<file path="config.mk">
export PLATFORM = sky130hd
export DESIGN_NAME = spec_acc_ctrl
export DESIGN_NICKNAME = d
export VERILOG_FILES = /design/src/rtl/spec_acc_pkg.sv /design/src/rtl/spec_acc_seq.sv /design/src/rtl/spec_acc_dp.sv /design/src/rtl/spec_acc_ctrl.sv
export SDC_FILE = /design/constraint.sdc
export NUM_CORES = 1
export LEC_CHECK = 0
export BUFFER_PORTS_ARGS = -buffer_cell sky130_fd_sc_hd__buf_2
export CAP_MARGIN = 30
export CORE_ASPECT_RATIO = 0.75
export CORE_UTILIZATION = 55
export CTS_CLUSTER_DIAMETER = 40
export DETAILED_ROUTE_END_ITERATION = 10
export GPL_ROUTABILITY_DRIVEN = 0
export PLACE_DENSITY = 0.72
export SLEW_MARGIN = 25
export SYNTH_ARGS = -nofsm -noshare
export SYNTH_HDL_FRONTEND = slang
export SYNTH_SLANG_ARGS = --single-unit
</file>
<file path="constraint.sdc">
create_clock -name clk -period 3.94 [get_ports clk]
set_input_delay 0.197 -clock clk [delete_from_list [all_inputs] [get_ports clk]]
set_output_delay 0.197 -clock clk [all_outputs]
set_load 0.05 [all_outputs]
</file>
<file path="src/rtl/spec_acc_pkg.sv">
package spec_acc_pkg;
  // strobes handed from the sequencer to the counter datapath
  typedef struct packed {
    logic syncTick;
    logic accTick;
    logic clrTick;
    logic clipTick;
  } acc_strobe_t;

  localparam int LED_COUNT = 3;
  localparam int LED_SYNC  = 0;
  localparam int LED_ACC   = 1;
  localparam int LED_CLIP  = 2;
endpackage

</file>
<file path="src/rtl/spec_acc_seq.sv">
module spec_acc_seq
  import spec_acc_pkg::*;
#(
  parameter int CNT_W = 32
) (
  input  logic             clk,
  input  logic             rstN,
  input  logic             syncIn,
  input  logic [CNT_W-1:0] accLenCfg,
  input  logic             cntClrReq,
  input  logic             clipIn,
  output acc_strobe_t      strobes
);
  logic [CNT_W-1:0] spectrumIdx;
  logic [CNT_W-1:0] activeLen;
  logic [CNT_W-1:0] nextLen;
  logic             clrPrev;
  logic             lastSpectrum;

  // a zero length is promoted to one spectrum per accumulation
  assign nextLen      = (accLenCfg == '0) ? CNT_W'(1) : accLenCfg;
  assign lastSpectrum = (spectrumIdx == activeLen - CNT_W'(1));

  always_ff @(posedge clk) begin
    if (!rstN) begin
      spectrumIdx <= '0;
      activeLen   <= CNT_W'(1);
      clrPrev     <= 1'b0;
      strobes     <= '0;
    end else begin
      clrPrev          <= cntClrReq;
      strobes.syncTick <= syncIn;
      strobes.clipTick <= clipIn;
      strobes.clrTick  <= cntClrReq & ~clrPrev;
      strobes.accTick  <= syncIn & lastSpectrum;
      if (syncIn) begin
        if (lastSpectrum) begin
          spectrumIdx <= '0;
          activeLen   <= nextLen;
        end else begin
          spectrumIdx <= spectrumIdx + CNT_W'(1);
        end
      end
    end
  end
endmodule

</file>
<file path="src/rtl/spec_acc_dp.sv">
module spec_acc_dp
  import spec_acc_pkg::*;
#(
  parameter int CNT_W    = 32,
  parameter int LED_HOLD = 8
) (
  input  logic                 clk,
  input  logic                 rstN,
  input  acc_strobe_t          strobes,
  output logic [CNT_W-1:0]     syncCount,
  output logic [CNT_W-1:0]     accCount,
  output logic [LED_COUNT-1:0] ledVec
);
  localparam int HOLD_W = $clog2(LED_HOLD + 1);

  logic [LED_COUNT-1:0] ledTrig;

  always_comb begin
    ledTrig           = '0;
    ledTrig[LED_SYNC] = strobes.syncTick;
    ledTrig[LED_ACC]  = strobes.accTick;
    ledTrig[LED_CLIP] = strobes.clipTick;
  end

  // host counters: clear has priority over increment, natural wrap
  always_ff @(posedge clk) begin
    if (!rstN) begin
      syncCount <= '0;
      accCount  <= '0;
    end else if (strobes.clrTick) begin
      syncCount <= '0;
      accCount  <= '0;
    end else begin
      if (strobes.syncTick) syncCount <= syncCount + CNT_W'(1);
      if (strobes.accTick)  accCount  <= accCount + CNT_W'(1);
    end
  end

  // one hold timer per indicator, reloaded on every trigger
  for (genvar g = 0; g < LED_COUNT; g++) begin : g_led
    logic [HOLD_W-1:0] holdLeft;
    always_ff @(posedge clk) begin
      if (!rstN)              holdLeft <= '0;
      else if (ledTrig[g])    holdLeft <= HOLD_W'(LED_HOLD);
      else if (holdLeft != 0) holdLeft <= holdLeft - HOLD_W'(1);
    end
    assign ledVec[g] = (holdLeft != '0);
  end
endmodule

</file>
<file path="src/rtl/spec_acc_ctrl.sv">
module spec_acc_ctrl
  import spec_acc_pkg::*;
#(
  parameter int CNT_W    = 32,
  parameter int LED_HOLD = 16777216
) (
  input  logic             clk,
  input  logic             rstN,
  input  logic             syncIn,
  input  logic [CNT_W-1:0] accLenCfg,
  input  logic             cntClrReq,
  input  logic             clipIn,
  output logic             newAccOut,
  output logic [CNT_W-1:0] syncCount,
  output logic [CNT_W-1:0] accCount,
  output logic             ledSync,
  output logic             ledAcc,
  output logic             ledClip
);
  acc_strobe_t          strobes;
  logic [LED_COUNT-1:0] ledVec;

  spec_acc_seq #(.CNT_W(CNT_W)) u_seq (
    .clk       (clk),
    .rstN      (rstN),
    .syncIn    (syncIn),
    .accLenCfg (accLenCfg),
    .cntClrReq (cntClrReq),
    .clipIn    (clipIn),
    .strobes   (strobes)
  );

  spec_acc_dp #(.CNT_W(CNT_W), .LED_HOLD(LED_HOLD)) u_dp (
    .clk       (clk),
    .rstN      (rstN),
    .strobes   (strobes),
    .syncCount (syncCount),
    .accCount  (accCount),
    .ledVec    (ledVec)
  );

  assign newAccOut = strobes.accTick;
  assign ledSync   = ledVec[LED_SYNC];
  assign ledAcc    = ledVec[LED_ACC];
  assign ledClip   = ledVec[LED_CLIP];
endmodule

</file>
==> flow_summary_export.csv, run 1 <==
group,metric,value,unit
clock_network,cts-root-buf,"clkbuf_16",
pwr,leakage,4.931,nW
logic_synthesis,syn_area_per_cell,8.560,um^2
routing,drtPass1Iterations,5,
global_route,grt_start_max_net_pins,54,
worst_setup_path,crit_path_max_fanout,27,
timing,finalHoldViolations,0,
floorplan,rows,42,
floorplan,ios,105,
layout,areaGrowthSynthToFinish,20.73,%
global_route,antenna_found_initial,1,
timing,setup_viol_count_final,0,
logic_synthesis,synth_compound_area_share,10.78,%
min_path,min_from,"rstN",
logic_synthesis,synth_top_family_by_area,"simple AND/OR/NAND/NOR gates",
clock_network,clkLatencyLatePin,530,ps
timing,fin_crit_sh,91.19,%
clock_network,htreeDepth,1,
layout,seqCellArea,4164,um^2
pwr,powerDensity,830.3,nW/um^2
worst_setup_path,r2r-start,"u_seq.activeLen[0]$_SDFFE_PN1P_",
logic_synthesis,synth_most_common_cell,"dfxtp_1",
worst_setup_path,required,4350,ps
logic_synthesis,muxShareOfSynthArea,0.3131,%
routing,post_drt_wl_per_cell,14.73,um
layout,nFillCells,1449,
logic_synthesis,synthArstFlopShare,0,%
global_route,grt_usage,24.97,%
worst_setup_path,crit_type,"flop to flop",
pwr,ir_worst_vdd,0.6520,mV
timing,finalMaxSlewViolations,0,
floorplan,fp.coreArea,17710,um^2
logic_synthesis,synth_top_area_share,41.68,%
worst_setup_path,crit_start,"u_seq.activeLen[0]$_SDFFE_PN1P_",
logic_synthesis,yosysWarnings,0,
worst_setup_path,cp-start-kind,"flop",
layout,drive_gt1_share,14.05,%
floorplan,die_h,118.7,um
timing,fin_worst_skew,7.814,ps
place,hpwlAfterDp,15590,um
routing,ant_nets,0,
timing,relSlewSlack,41.39,%
routing,drc,0,
logic_synthesis,synthAdderAreaFrac,0.8768,%
timing,max_slew.worst_pin.slew,879.1,ps
layout,final_cells,1567,
timing,final.setup.tns,0,ps
min_path,worstHoldPathType,"input pin to flop",
timing,rsz0062_at_grt,"false",
logic_synthesis,synth-main-ff-cell,"dfxtp_1",
logic_synthesis,synthSimpleGateAreaFrac,28.16,%
clock_network,cts.reportedPaths.clkPinSlew,60,ps
clock_network,cts_buffers,29,
layout,fin_nets,1347,
routing,vias,8567,
clock_network,cts_tree,"yes",
logic_synthesis,synth_commonest_cells,"208 x dfxtp_1, 182 x nor2_1, 103 x xor2_1",
layout,multiInputGateArea,5448,um^2
global_route,grt_overflow,0,
global_route,grt_pass1_vias,7939,
routing,drt_wl_total,23080,um
logic_synthesis,yosysTopAreaCell,"dfxtp_1",
logic_synthesis,syn-cell-area,9990,um^2
place,io_buffer_count,104,
place,dp_cells,1478,
routing,drt_iter0_drc,584,
routing,vias_per_cell,5.467,
logic_synthesis,synth_nets,1211,
run_status,status,"finished clean",
clock_network,clock_path_buffers,3,
job,drv_cap,0,
worst_setup_path,arrival,4000,ps
logic_synthesis,yosysSeqAreaShare,41.68,%
logic_synthesis,ys_seq_elements,208,
clock_network,cts.sinks,208,
floorplan,dieArea,18710,um^2
floorplan,initial_core_util,56.41,%
worst_setup_path,endpoint_kind,"flop",
logic_synthesis,synth_xor_area_share,14.29,%
clock_network,ctsResizeCount,0,
timing,period_needed,3593,ps
timing,fmax,278.3,MHz
logic_synthesis,synth_area_leaders,"dfxtp_1 42%, xor2_1 9.0%, nor2_1 6.8%",
global_route,grt_first_pass_wirelength,38390,um
logic_synthesis,synth_edf_count,0,
logic_synthesis,synth.distinct_cells,63,
floorplan,dieWidth,157.6,um
logic_synthesis,netlist_instances,1167,
## worst max-delay path, cell delays in order (launching register included)
cell and delay [ps]:
dfxtp_1 390, inv_1 90, ha_1 320, nor4b_1 670, nand4_1 150, and3b_1 210
and2_0 160, nor2_1 110, nand3_1 230, o41ai_4 470, buf_4 330, a2bb2o_1 320
## cells by family (layout without fill, tap and decap cells)
logic type / count (synthesis) / in the layout
and+or+nand+nor: 552 / 552
DFF: 208 / 208
AOI/OAI and AO/OA: 142 / 142
other: 0 / 1
adders and majority gates: 7 / 7
xor gates and xnor gates: 163 / 163
muxes: 3 / 3
buffers and inverters: 92 / 249
## state kept, by name (all words and copies together), names as in the netlist
name and flops:
u_dp.g_led.holdLeft 75, u_dp.accCount 32, u_dp.syncCount 32, u_seq.activeLen 32, u_seq.spectrumIdx 32, u_seq.strobes 4
u_seq.clrPrev 1
## stage by stage
stage	power, mW	util (%)	setup slack, ps	hold WS, ps	cell area (um^2)
after floorplan	6.465	-	564.5	313.0	9990
after global placement	7.230	60.39	485.7	372.4	10700
after detailed placement	7.322	60.39	368.3	381.6	10700
after CTS	10.02	67.94	364.6	60.12	12030
after global routing	10.74	68.10	77.60	69.26	12060
final	10.01	68.10	347.0	72.84	12060
## power breakdown
part / switching, mW / leakage [nW] / internal, mW
clock network: 0.974 / 0.473 / 1.65
registers: 0.466 / 1.69 / 2.55
logic: 2.55 / 2.77 / 1.83
total: 3.99 / 4.93 / 6.03
## what timing repair did
action,4_1_cts,5_1_grt
buffers inserted,0,0
hold buffers,34,0
setup endpoints to repair,0,0
endpoints found under the hold margin,34,0
## path summary, 6_finish.rpt
check,to,slack [ps],cells past startpoint
max,u_seq.activeLen[23]$_SDFFE_PN0P_,350,11
min,u_dp.g_led[1].holdLeft[24]$_SDFFE_PN0P_,70,2
max reg2reg,u_seq.activeLen[23]$_SDFFE_PN0P_,350,11
min reg2reg,u_seq.strobes[1]$_SDFF_PN0_,390,1
## cell usage in the layout (no fill, tap or decap), types with 4 or more instances in the layout
| master | count |
|---|---|
| buf_4 | 8 |
| nor3_1 | 36 |
| xor2_1 | 103 |
| nor2_1 | 182 |
| a21oi_1 | 33 |
| a2bb2o_4 | 6 |
| dlygate4sd3_1 | 34 |
| clkbuf_16 | 29 |
| o31ai_1 | 6 |
| ha_1 | 7 |
| nand2b_1 | 13 |
| and3_1 | 29 |
| nand3b_1 | 6 |
| nand2_1 | 78 |
| nand4_1 | 28 |
| and4_1 | 11 |
| a211oi_1 | 7 |
| clkinvlp_4 | 5 |
| clkbuf_8 | 5 |
| xnor2_1 | 60 |
| nor4_1 | 36 |
| dfxtp_1 | 208 |
| or4_1 | 13 |
| nand3_1 | 50 |
| o21ai_0 | 34 |
| a41oi_1 | 4 |
| a2bb2o_1 | 25 |
| and2_1 | 6 |
| a31oi_1 | 5 |
| clkinv_4 | 4 |
| nor2b_1 | 6 |
| inv_1 | 48 |
| buf_2 | 104 |
| or3_1 | 32 |
## routing by layer
layer,wire [um],GRT usage (%)
met1,11490,36.48
met2,9691,36.89
met3,1538,5.831
met4,365,5.643
met5,0,0
## cell type report
class                   count  share of cell area, %
diodes                      1                0.02075
well taps                 242                  2.511
repair buffers            149                  8.020
clock inverters            16                  1.608
clock buffers              36                  6.650
multi-input cells         867                  45.17
flip-flops and latches    208                  34.53
inverters                  48                  1.494
(Power assumes the default switching activity.)
==> run 2: changes to the inputs <==
- ABC_AREA: not set -> 1
- CTS_CLUSTER_DIAMETER: 40 -> not set
==> run 2 against run 1 <==
Sequential share of layout area fell by 2.4 points. Non-clock buffer count fell by 8. First-iteration DRC count rose by 72%. Clock-buffer cell count fell by 6. Synthesized cell count rose by 47%. Fmax rose by 29%. Critical path type unchanged. Largest power group unchanged.
==> flow_summary_export.csv, run 2 <==
group,metric,value,unit
logic_synthesis,yosysWarnings,0,
worst_setup_path,critPathBufInv,2,
pwr,p_comb_share,55.3,%
layout,largest-register,"u_dp.g_led.holdLeft",
logic_synthesis,synthArstFlopShare,0,%
logic_synthesis,synth-main-ff-cell,"dfxtp_1",
clock_network,cts_tree,"yes",
logic_synthesis,synth.distinct_cells,43,
worst_setup_path,crit_path_max_incr_delay,390,ps
routing,drt_iter0_drc,1003,
timing,finalHoldViolations,0,
layout,most-common-layout-cells,"386 x nand2_1, 273 x nor2_1, 225 x inv_1",
floorplan,initial_core_util,57.15,%
routing,vias_per_cell,5.268,
logic_synthesis,syn-cell-area,11260,um^2
worst_setup_path,cp-start-kind,"flop",
worst_setup_path,cp_slowest_cell,"buf_4",
timing,relSlewSlack,42.41,%
timing,fin_worst_skew,13.10,ps
timing,fin_crit_sh,70.86,%
job,drv_cap,0,
timing,fmax,358.2,MHz
worst_setup_path,crit_type,"flop to flop",
floorplan,ios,105,
logic_synthesis,synth_top_area_share,36.97,%
logic_synthesis,yosysTopAreaCell,"dfxtp_1",
run_status,status,"finished clean",
place,io_buffer_count,104,
timing,period_needed,2792,ps
pwr,power_frac_seq,27.3,%
clock_network,htreeDepth,1,
logic_synthesis,synth_most_common_cell,"nand2_1",
logic_synthesis,netlist_instances,1710,
floorplan,dieArea,21060,um^2
worst_setup_path,crit_path_max_fanout,49,
global_route,grt_overflow,0,
pwr,intPower,5.612,mW
clock_network,cts-root-buf,"clkbuf_16",
timing,max_slew.worst_pin.slew,861.8,ps
place,hpwlAfterDp,20620,um
layout,areaGrowthSynthToFinish,15.18,%
logic_synthesis,ys_seq_elements,208,
layout,fin_nets,1885,
pwr,p_clk_share,17.4,%
layout,nFillCells,1785,
floorplan,dieWidth,167.3,um
layout,antenna_cells,0,
pwr,powerDensity,852.8,nW/um^2
worst_setup_path,crit_family,"simple AND/OR/NAND/NOR gates",
layout,drive_gt1_share,9.924,%
clock_network,cts.reportedPaths.clkPinSlew,60,ps
timing,setup_viol_count_final,0,
clock_network,clock_path_buffers,3,
worst_setup_path,endpoint_kind,"flop",
floorplan,die_h,125.9,um
logic_synthesis,synth_nets,1754,
layout,final_common_cell,"nand2_1",
global_route,grt_first_pass_wirelength,46810,um
clock_network,clkLatencyLatePin,500,ps
worst_setup_path,arrival,3180,ps
routing,drc,0,
floorplan,rows,44,
pwr,ir_worst_vdd,0.5811,mV
pwr,power_switching,5.453,mW
routing,vias,11100,
place,dp_cells,2039,
pwr,leakage,6.123,nW
routing,post_drt_wl_per_cell,13.49,um
global_route,grt_usage,26.64,%
timing,finalMaxSlewViolations,0,
min_path,worstHoldPathType,"input pin to flop",
timing,final.setup.tns,0,ps
global_route,grt_pass1_vias,9732,
layout,largest_reg_flops,75,
pwr,p_sw_share,49.28,%
logic_synthesis,syn_area_per_cell,6.587,um^2
routing,drt_wl_total,28430,um
worst_setup_path,crit_chain,"inv_2, ha_1, nand2_2, nor2_8, nand2_4, o21bai_1, nand2_1, nor2_1, nand3_1, nor2_2, nand3_2, buf_4, nand2_1, nor2_1",
global_route,grt_start_max_net_pins,59,
floorplan,fp.coreArea,19710,um^2
logic_synthesis,synth_area_leaders,"dfxtp_1 37%, nand2_1 13%, nor2_1 9.1%",
layout,final_cells,2107,
logic_synthesis,yosysSeqAreaShare,36.97,%
pwr,p_total,11.07,mW
worst_setup_path,required,4330,ps
global_route,antenna_found_initial,0,
routing,drtPass1Iterations,5,
logic_synthesis,synth_edf_count,0,
clock_network,ctsResizeCount,0,
logic_synthesis,synth_commonest_cells,"386 x nand2_1, 274 x nor2_1, 225 x inv_1",
routing,ant_nets,0,
clock_network,cts.sinks,208,
clock_network,cts_setup_buffers,0,
clock_network,cts_buffers,21,
timing,rsz0062_at_grt,"false",
run 2: layout make-up:
class	count	area, um^2	area share (%)
flip-flops and latches	208	4164	32.09
multi-input cells	1234	6076	46.83
clock inverters	6	58.81	0.4532
well taps	253	316.6	2.440
repair buffers	141	878.3	6.770
clock buffers	30	599.3	4.619
inverters	235	882.1	6.798
run 2: timing repair:
| item | CTS | global route |
|---|---|---|
| hold buffers | 32 | 0 |
| setup endpoints to repair | 0 | 0 |
| endpoints found under the hold margin | 33 | 0 |
run 2: final timing paths:
check / start / to / slack [ps] / depth (start not counted)
min: accLenCfg[30] / u_seq.activeLen[30]$_SDFFE_PN0P_ / 50 / 3
min reg2reg: u_seq.clrPrev$_SDFF_PN0_ / u_seq.strobes[1]$_SDFF_PN0_ / 390 / 1
max reg2reg: u_seq.activeLen[0]$_SDFFE_PN1P_ / u_seq.spectrumIdx[31]$_SDFFE_PN0P_ / 1150 / 14
max: u_seq.activeLen[0]$_SDFFE_PN1P_ / u_seq.spectrumIdx[31]$_SDFFE_PN0P_ / 1150 / 14
run 2: logic make-up (layout without fill, tap and decap cells):
kind of cell	Yosys count	in the layout	synth area share, %
compound gates	160	160	7.753
xor+xnor	86	86	6.687
fa+ha+maj	7	7	0.7775
buf+inv	268	412	9.119
flops	208	208	36.97
simple gates	981	981	38.70
run 2: worst reg2reg max path, stage by stage (launching register included):
cell,delay (ps)
dfxtp_1,330
inv_2,100
ha_1,210
nand2_2,110
nor2_8,210
nand2_4,100
o21bai_1,130
nand2_1,60
nor2_1,190
nand3_1,130
nor2_2,170
nand3_2,290
buf_4,390
nand2_1,200
nor2_1,60
run 2: routing by layer:
| layer | GRT usage [%] | vias to the layer above | wire, um |
|---|---|---|---|
| li1 | - | 5764 | - |
| met1 | 40.11 | 4928 | 14330 |
| met2 | 39.53 | 372 | 11560 |
| met3 | 4.463 | 35 | 2044 |
| met4 | 5.882 | 0 | 501 |
| met5 | 0 | - | 0 |
run 2: through the flow:
stage               area [um^2]  setup WS [ps]  util (%)  hold slack, ps
finish                    12970           1148     65.83           46.14
global route              12970          934.4     65.83           25.27
CTS                       12970           1197     65.83           7.792
detailed placement        12000           1210     60.87           388.0
global placement          12000           1307     60.87           374.0
floorplan                 11260           1620         -           294.6
run 2: power groups by stage:
stage	Combinational, mW	Clock (mW)	Sequential, mW
after floorplan	4.91	0	2.92
after global placement	5.90	0	3.05
after detailed placement	5.99	0	3.05
after CTS	6.05	1.97	3.01
after global routing	6.86	2.06	3.08
final	6.11	1.93	3.02
